`config.mk`:
```
export PLATFORM = sky130hd
export DESIGN_NAME = execPacketSplitter
export DESIGN_NICKNAME = d
export VERILOG_FILES = /design/src/rtl/splitPkg.sv /design/src/rtl/splitCtrl.sv /design/src/rtl/splitDatapath.sv /design/src/rtl/execPacketSplitter.sv
export SDC_FILE = /design/constraint.sdc
export NUM_CORES = 1
export LEC_CHECK = 0
export ABC_CLOCK_PERIOD_IN_PS = 3600
export BUFFER_PORTS_ARGS = -buffer_cell sky130_fd_sc_hd__buf_2
export CORE_AREA = 2 2 203 205
export CTS_CLUSTER_SIZE = 16
export DETAILED_ROUTE_END_ITERATION = 16
export DIE_AREA = 0 0 205 207
export PLACE_DENSITY = 0.64
export SETUP_SLACK_MARGIN = 0.4
export SLEW_MARGIN = 20
export SYNTH_ARGS = -nofsm -noshare
export SYNTH_HDL_FRONTEND = slang
export SYNTH_SLANG_ARGS = --single-unit
```
`constraint.sdc`:
```
create_clock -name clk -period 3.6 [get_ports clk]
set_input_delay 0.36 -clock clk [delete_from_list [all_inputs] [get_ports clk]]
set_output_delay 0.36 -clock clk [all_outputs]
set_load 0.02 [all_outputs]
```
`src/rtl/splitPkg.sv`:
```
package splitPkg;

  // Strobes from the control unit to the datapath
  typedef struct packed {
    logic load;     // capture a new fetch packet
    logic advance;  // current issue group accepted downstream
  } ctrlStrobe_t;

endpackage

```
`src/rtl/splitCtrl.sv`:
```
module splitCtrl
  import splitPkg::*;
(
  input  logic        clk,
  input  logic        rstN,
  input  logic        fetchValid,
  input  logic        issueReady,
  input  logic        busy,
  input  logic        lastGroup,
  output logic        fetchReady,
  output logic        issueValid,
  output ctrlStrobe_t strobe
);

  logic finalTaken;

  always_comb begin
    issueValid     = busy;
    finalTaken     = busy && issueReady && lastGroup;
    fetchReady     = !busy || finalTaken;
    strobe.load    = fetchValid && fetchReady;
    strobe.advance = busy && issueReady;
  end

  // a load always leaves the datapath holding work
  p_load_fills_r2: assert property (@(posedge clk) disable iff (!rstN)
    strobe.load |=> busy);

  // taking the last group without a refill drains the splitter
  p_drain_idle_r7: assert property (@(posedge clk) disable iff (!rstN)
    (strobe.advance && lastGroup && !strobe.load) |=> !busy);

  // a group that is not the last leaves more work behind
  p_more_left_r5: assert property (@(posedge clk) disable iff (!rstN)
    (strobe.advance && !lastGroup) |=> busy);

endmodule

```
`src/rtl/splitDatapath.sv`:
```
module splitDatapath
  import splitPkg::*;
#(
  parameter int SLOTS    = 8,
  parameter int INSTR_W  = 32,
  parameter int LINK_POS = 0
) (
  input  logic                     clk,
  input  logic                     rstN,
  input  ctrlStrobe_t              strobe,
  input  logic [SLOTS*INSTR_W-1:0] fetchWords,
  output logic                     busy,
  output logic                     lastGroup,
  output logic [SLOTS-1:0]         groupMask,
  output logic [SLOTS*INSTR_W-1:0] groupWords
);

  localparam int          BUS_W   = SLOTS * INSTR_W;
  localparam logic [SLOTS-1:0] ALL_SLOTS = {SLOTS{1'b1}};

  logic [BUS_W-1:0] wordReg;
  logic [SLOTS-1:0] pendMask;
  logic [SLOTS-1:0] linkVec;

  // Packet and pending-slot registers
  always_ff @(posedge clk or negedge rstN) begin
    if (!rstN) begin
      wordReg  <= '0;
      pendMask <= '0;
    end else if (strobe.load) begin
      wordReg  <= fetchWords;
      pendMask <= ALL_SLOTS;
    end else if (strobe.advance) begin
      pendMask <= pendMask & ~groupMask;
    end
  end

  // Group formation: the group starts at the lowest pending slot and
  // grows while the previous member carries its link flag.
  // Slot SLOTS-1's flag feeds nothing, so it cannot extend a group.
  for (genvar i = 0; i < SLOTS; i++) begin : g_slot
    assign linkVec[i] = wordReg[i*INSTR_W + LINK_POS];
    if (i == 0) begin : g_first
      assign groupMask[i] = pendMask[i];
    end else begin : g_rest
      assign groupMask[i] = pendMask[i] &&
                            (!pendMask[i-1] || (groupMask[i-1] && linkVec[i-1]));
    end
    assign groupWords[i*INSTR_W +: INSTR_W] =
      groupMask[i] ? wordReg[i*INSTR_W +: INSTR_W] : '0;
  end

  assign busy      = |pendMask;
  assign lastGroup = ((pendMask & ~groupMask) == '0);

  // every load marks the whole packet as pending
  p_full_after_load_r2: assert property (@(posedge clk) disable iff (!rstN)
    strobe.load |=> (pendMask == ALL_SLOTS));

  // a non-empty group is one contiguous run of slots
  p_contig_mask_r4: assert property (@(posedge clk) disable iff (!rstN)
    busy |-> ((groupMask != '0) &&
              ((((groupMask | (groupMask - 1'b1)) + 1'b1) & groupMask) == '0)));

  // groups taken within one packet never overlap
  p_disjoint_r5: assert property (@(posedge clk) disable iff (!rstN)
    (strobe.advance && !strobe.load) |=> ((groupMask & $past(groupMask)) == '0));

  // pending slots only shrink between loads
  p_pend_shrinks_r5: assert property (@(posedge clk) disable iff (!rstN)
    !strobe.load |=> ((pendMask & ~$past(pendMask)) == '0));

endmodule

```
`src/rtl/execPacketSplitter.sv`:
```
module execPacketSplitter
  import splitPkg::*;
#(
  parameter int SLOTS    = 8,
  parameter int INSTR_W  = 32,
  parameter int LINK_POS = 0
) (
  input  logic                     clk,
  input  logic                     rstN,
  input  logic                     fetchValid,
  output logic                     fetchReady,
  input  logic [SLOTS*INSTR_W-1:0] fetchWords,
  output logic                     issueValid,
  input  logic                     issueReady,
  output logic [SLOTS-1:0]         issueMask,
  output logic [SLOTS*INSTR_W-1:0] issueWords
);

  ctrlStrobe_t strobe;
  logic        busy;
  logic        lastGroup;

  splitCtrl u_ctrl (
    .clk        (clk),
    .rstN       (rstN),
    .fetchValid (fetchValid),
    .issueReady (issueReady),
    .busy       (busy),
    .lastGroup  (lastGroup),
    .fetchReady (fetchReady),
    .issueValid (issueValid),
    .strobe     (strobe)
  );

  splitDatapath #(
    .SLOTS    (SLOTS),
    .INSTR_W  (INSTR_W),
    .LINK_POS (LINK_POS)
  ) u_dp (
    .clk        (clk),
    .rstN       (rstN),
    .strobe     (strobe),
    .fetchWords (fetchWords),
    .busy       (busy),
    .lastGroup  (lastGroup),
    .groupMask  (issueMask),
    .groupWords (issueWords)
  );

  // a stalled group stays on the output unchanged
  p_stall_hold_r8: assert property (@(posedge clk) disable iff (!rstN)
    (issueValid && !issueReady) |=>
      (issueValid && $stable(issueMask) && $stable(issueWords)));

  // the group following a fresh load starts at slot 0
  p_first_slot0_r2: assert property (@(posedge clk) disable iff (!rstN)
    (fetchValid && fetchReady) |=> (issueValid && issueMask[0]));

endmodule

```
* Yosys cells after proc, flatten, opt, wreduce, memory -nomap -nowiden
Index checks and enable logic that the tools add are counted.
Word-level totals: bits in registers 264, input port bits 260
Cells by class: mux-type cells 10, bitwise logic cells 2, reductions and logical operators 36
Operators by type and width (number):
- $mux W32 | 8
- $logic_and A1 B1 Y1 | 17
- $mux W8 | 2
- $and A8 B8 Y8 | 1
- $logic_not A1 Y1 | 8
- $logic_not A8 Y1 | 1
- $logic_or A1 B1 Y1 | 8
- $not A8 Y8 | 1
- $reduce_or A8 Y1 | 1
- $reduce_bool A2 Y1 | 1

* Longest topological paths before layout
depth in word-level cells 28, depth in mapped cells 9, mapped depth without buffers 6

* Hierarchy
A second synthesis with hierarchy kept.
Second synthesis, totals: cell total of the unflattened synthesis 918, area, all modules 11980.2 um^2
By module, submodules not included:
- splitDatapath | seq. area each 6606.3 um^2, cells each 913, area an instance 11944.0 um^2, instances 1
- splitCtrl | seq. area each 0.0 um^2, cells each 5, area an instance 36.3 um^2, instances 1

* Least setup slack after synthesis
No wires, ideal clock.
path type flip-flop to flip-flop, start point register u_dp.pendMask[0], end point register u_dp.wordReg[100], path slack 1130 ps, required time 3473 ps, buffers on the path 2, arrival 2342 ps, period minus slack after synthesis 2470 ps, cell stages (with the launch flop) 9, cells stage by stage dfrtp_1 nor2b_4 o221ai_4 o2111ai_1 a211oi_2 nand2_2 buf_6 buf_6 mux2_1
On the way: word-level cells in the longest chain between the ends 27, elaborated cells on any way between the ends 31
Ends and longest elaborated chain:
- from (decl) | RTL line splitDatapath.sv:22 | logic [SLOTS-1:0] pendMask;
- from (signal assigned) | RTL line splitDatapath.sv:34 | pendMask <= pendMask & ~groupMask;
- $logic_not A1 Y1 / $logic_and A1 B1 Y1 (equally long branches) | RTL line splitDatapath.sv:47 | (!pendMask[i-1] || (groupMask[i-1] && linkVec[i-1]));
- $logic_or A1 B1 Y1 | RTL line splitDatapath.sv:47
- $logic_and A1 B1 Y1 | RTL line splitDatapath.sv:46 | assign groupMask[i] = pendMask[i] &&
- $logic_and A1 B1 Y1 | RTL line splitDatapath.sv:47
- $logic_or A1 B1 Y1 | RTL line splitDatapath.sv:47
- $logic_and A1 B1 Y1 | RTL line splitDatapath.sv:46
- $logic_and A1 B1 Y1 | RTL line splitDatapath.sv:47
- $logic_or A1 B1 Y1 | RTL line splitDatapath.sv:47
- (+12 left out)
- $logic_and A1 B1 Y1 | RTL line splitDatapath.sv:46
- $not A8 Y8 | RTL line splitDatapath.sv:54 | assign lastGroup = ((pendMask & ~groupMask) == '0);
- $and A8 B8 Y8 | RTL line splitDatapath.sv:54
- $logic_not A8 Y1 | RTL line splitDatapath.sv:54
- $logic_and A1 B1 Y1 | RTL line splitCtrl.sv:19 | finalTaken = busy && issueReady && lastGroup;
- $logic_or A1 B1 Y1 * | RTL line splitCtrl.sv:20 | fetchReady = !busy || finalTaken;
- named net fetchReady | RTL line execPacketSplitter.sv:11 | output logic fetchReady,
- $logic_and A1 B1 Y1 * | RTL line splitCtrl.sv:21 | strobe.load = fetchValid && fetchReady;
- to (signal assigned) | RTL line splitDatapath.sv:31 | wordReg <= fetchWords;
- to (decl) | RTL line splitDatapath.sv:21 | logic [BUS_W-1:0] wordReg;
Mark *: on every way through the listed nets, which the timed path passes. The rest lies on a longest branch. A chain may end at the register's enable or synchronous reset.

* Worst setup path in the final report
start point register u_dp.wordReg[0], end point output issueWords[191]
On the way: word-level cells in the longest chain between the ends 16
Ends and longest elaborated chain:
- $logic_and A1 B1 Y1 | RTL line splitDatapath.sv:47
- $logic_or A1 B1 Y1 | RTL line splitDatapath.sv:47
- $logic_and A1 B1 Y1 | RTL line splitDatapath.sv:46
- $logic_and A1 B1 Y1 | RTL line splitDatapath.sv:47
- $logic_or A1 B1 Y1 | RTL line splitDatapath.sv:47
- $logic_and A1 B1 Y1 | RTL line splitDatapath.sv:46
- $logic_and A1 B1 Y1 | RTL line splitDatapath.sv:47
- $logic_or A1 B1 Y1 | RTL line splitDatapath.sv:47
- $logic_and A1 B1 Y1 | RTL line splitDatapath.sv:46
- $logic_and A1 B1 Y1 | RTL line splitDatapath.sv:47
- $logic_or A1 B1 Y1 | RTL line splitDatapath.sv:47
- $logic_and A1 B1 Y1 | RTL line splitDatapath.sv:46
- $logic_and A1 B1 Y1 | RTL line splitDatapath.sv:47
- $logic_or A1 B1 Y1 | RTL line splitDatapath.sv:47
- $logic_and A1 B1 Y1 | RTL line splitDatapath.sv:46
- $mux W32 | RTL line splitDatapath.sv:50 | groupMask[i] ? wordReg[i*INSTR_W +: INSTR_W] : '0;
- to (decl) | RTL line execPacketSplitter.sv:16 | output logic [SLOTS*INSTR_W-1:0] issueWords
No other way between the ends.

==> results by group <==
STA
  – Setup TNS: 0 ns
  – Clock Skew: 0.0149 ns
  – Slew HR: 58.8%
  – RSZ-0062 raised after global routing: yes
  – Tightest Pin Transition: 0.618 ns
  – Max Slew Vio Count: 0
  – Final setup viols: 0
  – Fin crit period: 3.03 ns
  – FMAX: 0.330 GHz
  – Final Cycle Share: 84.3%
  – Fin Hold WS: 0.0290 ns
  – Final Hold Fails: 0

Outcome
  – Status: finished clean

Synthesis
  – Largest cells by area after synthesis: dfrtp_1 56%, mux2_1 17%, and2_1 6.9%, and3_1 6.8%, mux2_2 6.7%
  – Avg Inst Size Synth: 13.1 sq um
  – Syn Nets: 1164
  – Flops & latches, synth: 264
  – Synth warn: 0
  – Post-synth EDFFs: 0
  – Sequential area share after synthesis: 55.7%
  – Synth Flop Type: dfrtp_1
  – Synth Area in XOR/XNOR: 0%
  – Post-Syn Instances: 904
  – Synth cell count leaders: 264 x dfrtp_1, 184 x mux2_1, 131 x and2_1
  – Synth Area in Simple Gates: 14.9%
  – Fraction of registers with async set/reset: 100%
  – Mapped Area: 0.0119 sq mm
  – Proportion of synthesized area in mux cells: 24.2%
  – Compound-Gate Fraction of Synth Area: 1.39%
  – Largest family of logic cells by synthesized area: multiplexers
  – Biggest area consumer among synthesized cells: dfrtp_1
  – Yosys cell types: 30
  – Yosys top cell area share: 55.7%
  – Synth Area in Adders: 0%
  – Most frequent cell after synthesis: dfrtp_1

Clock tree
  – Clk_lat worst skew: 0.56 ns
  – CTS Buf Count: 29
  – Root Driver: clkbuf_16
  – TritonCTS clock tree: built
  – CTS sink count: 264
  – Post-CTS setup buffers: 0
  – H-tree levels: 1
  – Clock transition at path regs: 0.06 ns
  – Clk buf depth: 3

Placed design
  – HPWL Detailed: 24900 um
  – I/O Buffers: 525
  – Placer Congestion: 0.815
  – Placed cells: 1913

Power
  – Static leakage: 8.81 nW
  – Logic pwr share: 46.6%
  – Total net switching power: 0.00609 W
  – PD cells: 907 mW/mm^2
  – Maximum vdd drop: 544 uV
  – Power, Total: 0.0153 W
  – Cell Int Power: 0.00919 W
  – Flop pwr share: 34.7%
  – Clock Power Share: 18.8%
  – Net Sw Frac: 39.9%

Critical path
  – CP max FO: 34
  – Crit. End Element: primary output
  – Critical path type: register to primary output
  – Worst EP required: 3.24 ns
  – CP Launch Type: register
  – Critical Path AT: 2.67 ns

Detailed routing
  – Antenna viol nets, final: 0
  – Drt initial violations: 426
  – DRC violations left: 0
  – Routed wire per std cell: 17.4 um
  – Total number of vias: 9324
  – Final wirelength: 35800 um
  – Initial DRT Pass Iterations: 4
  – Vias per cell: 4.53

Cells and area
  – Fin nets: 1765
  – P&R area growth vs syn: 42.0%
  – Layout cells sized above 1: 44.2%
  – Fin cells: 2057
  – # diodes: 0

Floorplanning
  – Area of the die: 0.0424 sq mm
  – Starting Density: 29.4%
  – Die X: 205 um
  – IO Pins: 526
  – Row Count: 74
  – Die Ht: 207 um
  – Core ar.: 0.0404 sq mm

GRT
  – Largest net degree at the start of global routing: 105
  – Global-route wire length before repair: 55400 um
  – GRT Util Overall: 16.4%
  – Vias in the first global route: 9988
  – Grt ovf: 0
  – Initial antenna violation count: 1

Flow run
  – Max Cap Viol: 0

Min path
  – Worst hold path type: input pin to register
-- cell usage in the layout, fill, tap and decap left out, drive strengths merged --
cell type | synthesis | final
a2111oi | 1 | 1
a211o | 1 | 1
a211oi | 1 | 1
a21boi | 3 | 3
a21o | 1 | 1
a21oi | 1 | 1
a22o | 1 | 1
a32o | 1 | 1
and2 | 131 | 131
and3 | 129 | 129
buf | 29 | 546
clkbuf | 40 | 44
clkinv | 0 | 6
clkinvlp | 0 | 1
dfrtp | 264 | 264
dlygate4sd3 | 0 | 93
inv | 7 | 7
mux2 | 255 | 255
nand2 | 16 | 16
nand2b | 1 | 1
nand3b | 1 | 1
nor2 | 3 | 3
nor2b | 6 | 6
nor4 | 2 | 2
o2111ai | 1 | 1
o21ai | 8 | 8
o221ai | 1 | 1
-- kinds of logic (layout without fill, tap and decap cells) --
kind of cell / after synthesis / count (layout)
flops: 264 / 264
buf+inv: 76 / 697
mux: 255 / 255
simple gates: 289 / 289
compound gates: 20 / 20
-- power groups by stage --
stage | clock (W) | sequential (W) | combinational, W
CTS | 0.00297 | 0.00529 | 0.00723
floorplan | 0 | 0.00500 | 0.00500
finish | 0.00287 | 0.00530 | 0.00712
global route | 0.00310 | 0.00548 | 0.00774
global placement | 0 | 0.00525 | 0.00700
detailed placement | 0 | 0.00532 | 0.00710
-- worst paths after layout --
check,startpoint,end,slack [ns],depth (start not counted)
setup reg to reg,u_dp.wordReg[0],u_dp.wordReg[242],0.72,8
setup / recovery,u_dp.wordReg[0],issueWords[191],0.57,9
hold / removal,fetchWords[53],u_dp.wordReg[53],0.03,2
min in group asynchronous,rstN,u_dp.wordReg[224],0.38,2
hold reg to reg,u_dp.wordReg[52],u_dp.wordReg[52],0.48,1
max in group asynchronous,rstN,u_dp.wordReg[125],2.34,3
-- final cells by class --
type	count	area (sq um)
inverter	7	26.3
fill	3860	23500
sequential	264	6610
clock inverter	7	37.5
multi-input combinational	564	4840
timing repair buffer	639	3790
clock buffer	44	882
tap	532	666
-- stage by stage --
| stage | setup WS [ns] | utilization (%) | area [sq um] |
|---|---|---|---|
| 2_1_floorplan | 1.13 | - | 11900 |
| 4_1_cts | 0.389 | 41.7 | 16800 |
| 5_1_grt | 0.392 | 41.7 | 16900 |
| 3_5_place_dp | 0.734 | 37.1 | 15000 |
| 3_3_place_gp | 0.812 | 37.1 | 15000 |
| 6_report | 0.566 | 41.7 | 16900 |
-- registers in the layout (all words and copies together) (netlist names) --
| name | count |
|---|---|
| u_dp.wordReg | 256 |
| u_dp.pendMask | 8 |
-- routing by layer --
layer / up-vias / track usage, % / part of all wire (%)
met2: 349 / 29.0 / 50
met4: 2 / 4.74 / 2.3
met1: 4601 / 19.6 / 40
met5: - / 0 / 0.042
li1: 4313 / - / -
met3: 59 / 4.07 / 7.6
-- timing repair --
item                                    in CTS  in global routing
hold buffers                                93                  0
cloned                                       0                  0
endpoints found under the hold margin      165                  0
gates resized for setup                      4                  3
endpoints found under the setup margin      65                 53
-- worst max-delay path: stages, from the launching register on --
cell and delay [ns]:
dfrtp_1 0.41, nor2b_4 0.21, o221ai_4 0.16, buf_8 0.20, a21o_1 0.20, a21boi_0 0.28
nor2_2 0.10, buf_8 0.19, and2_1 0.18, buf_2 0.18
(Power assumes the default switching activity.)
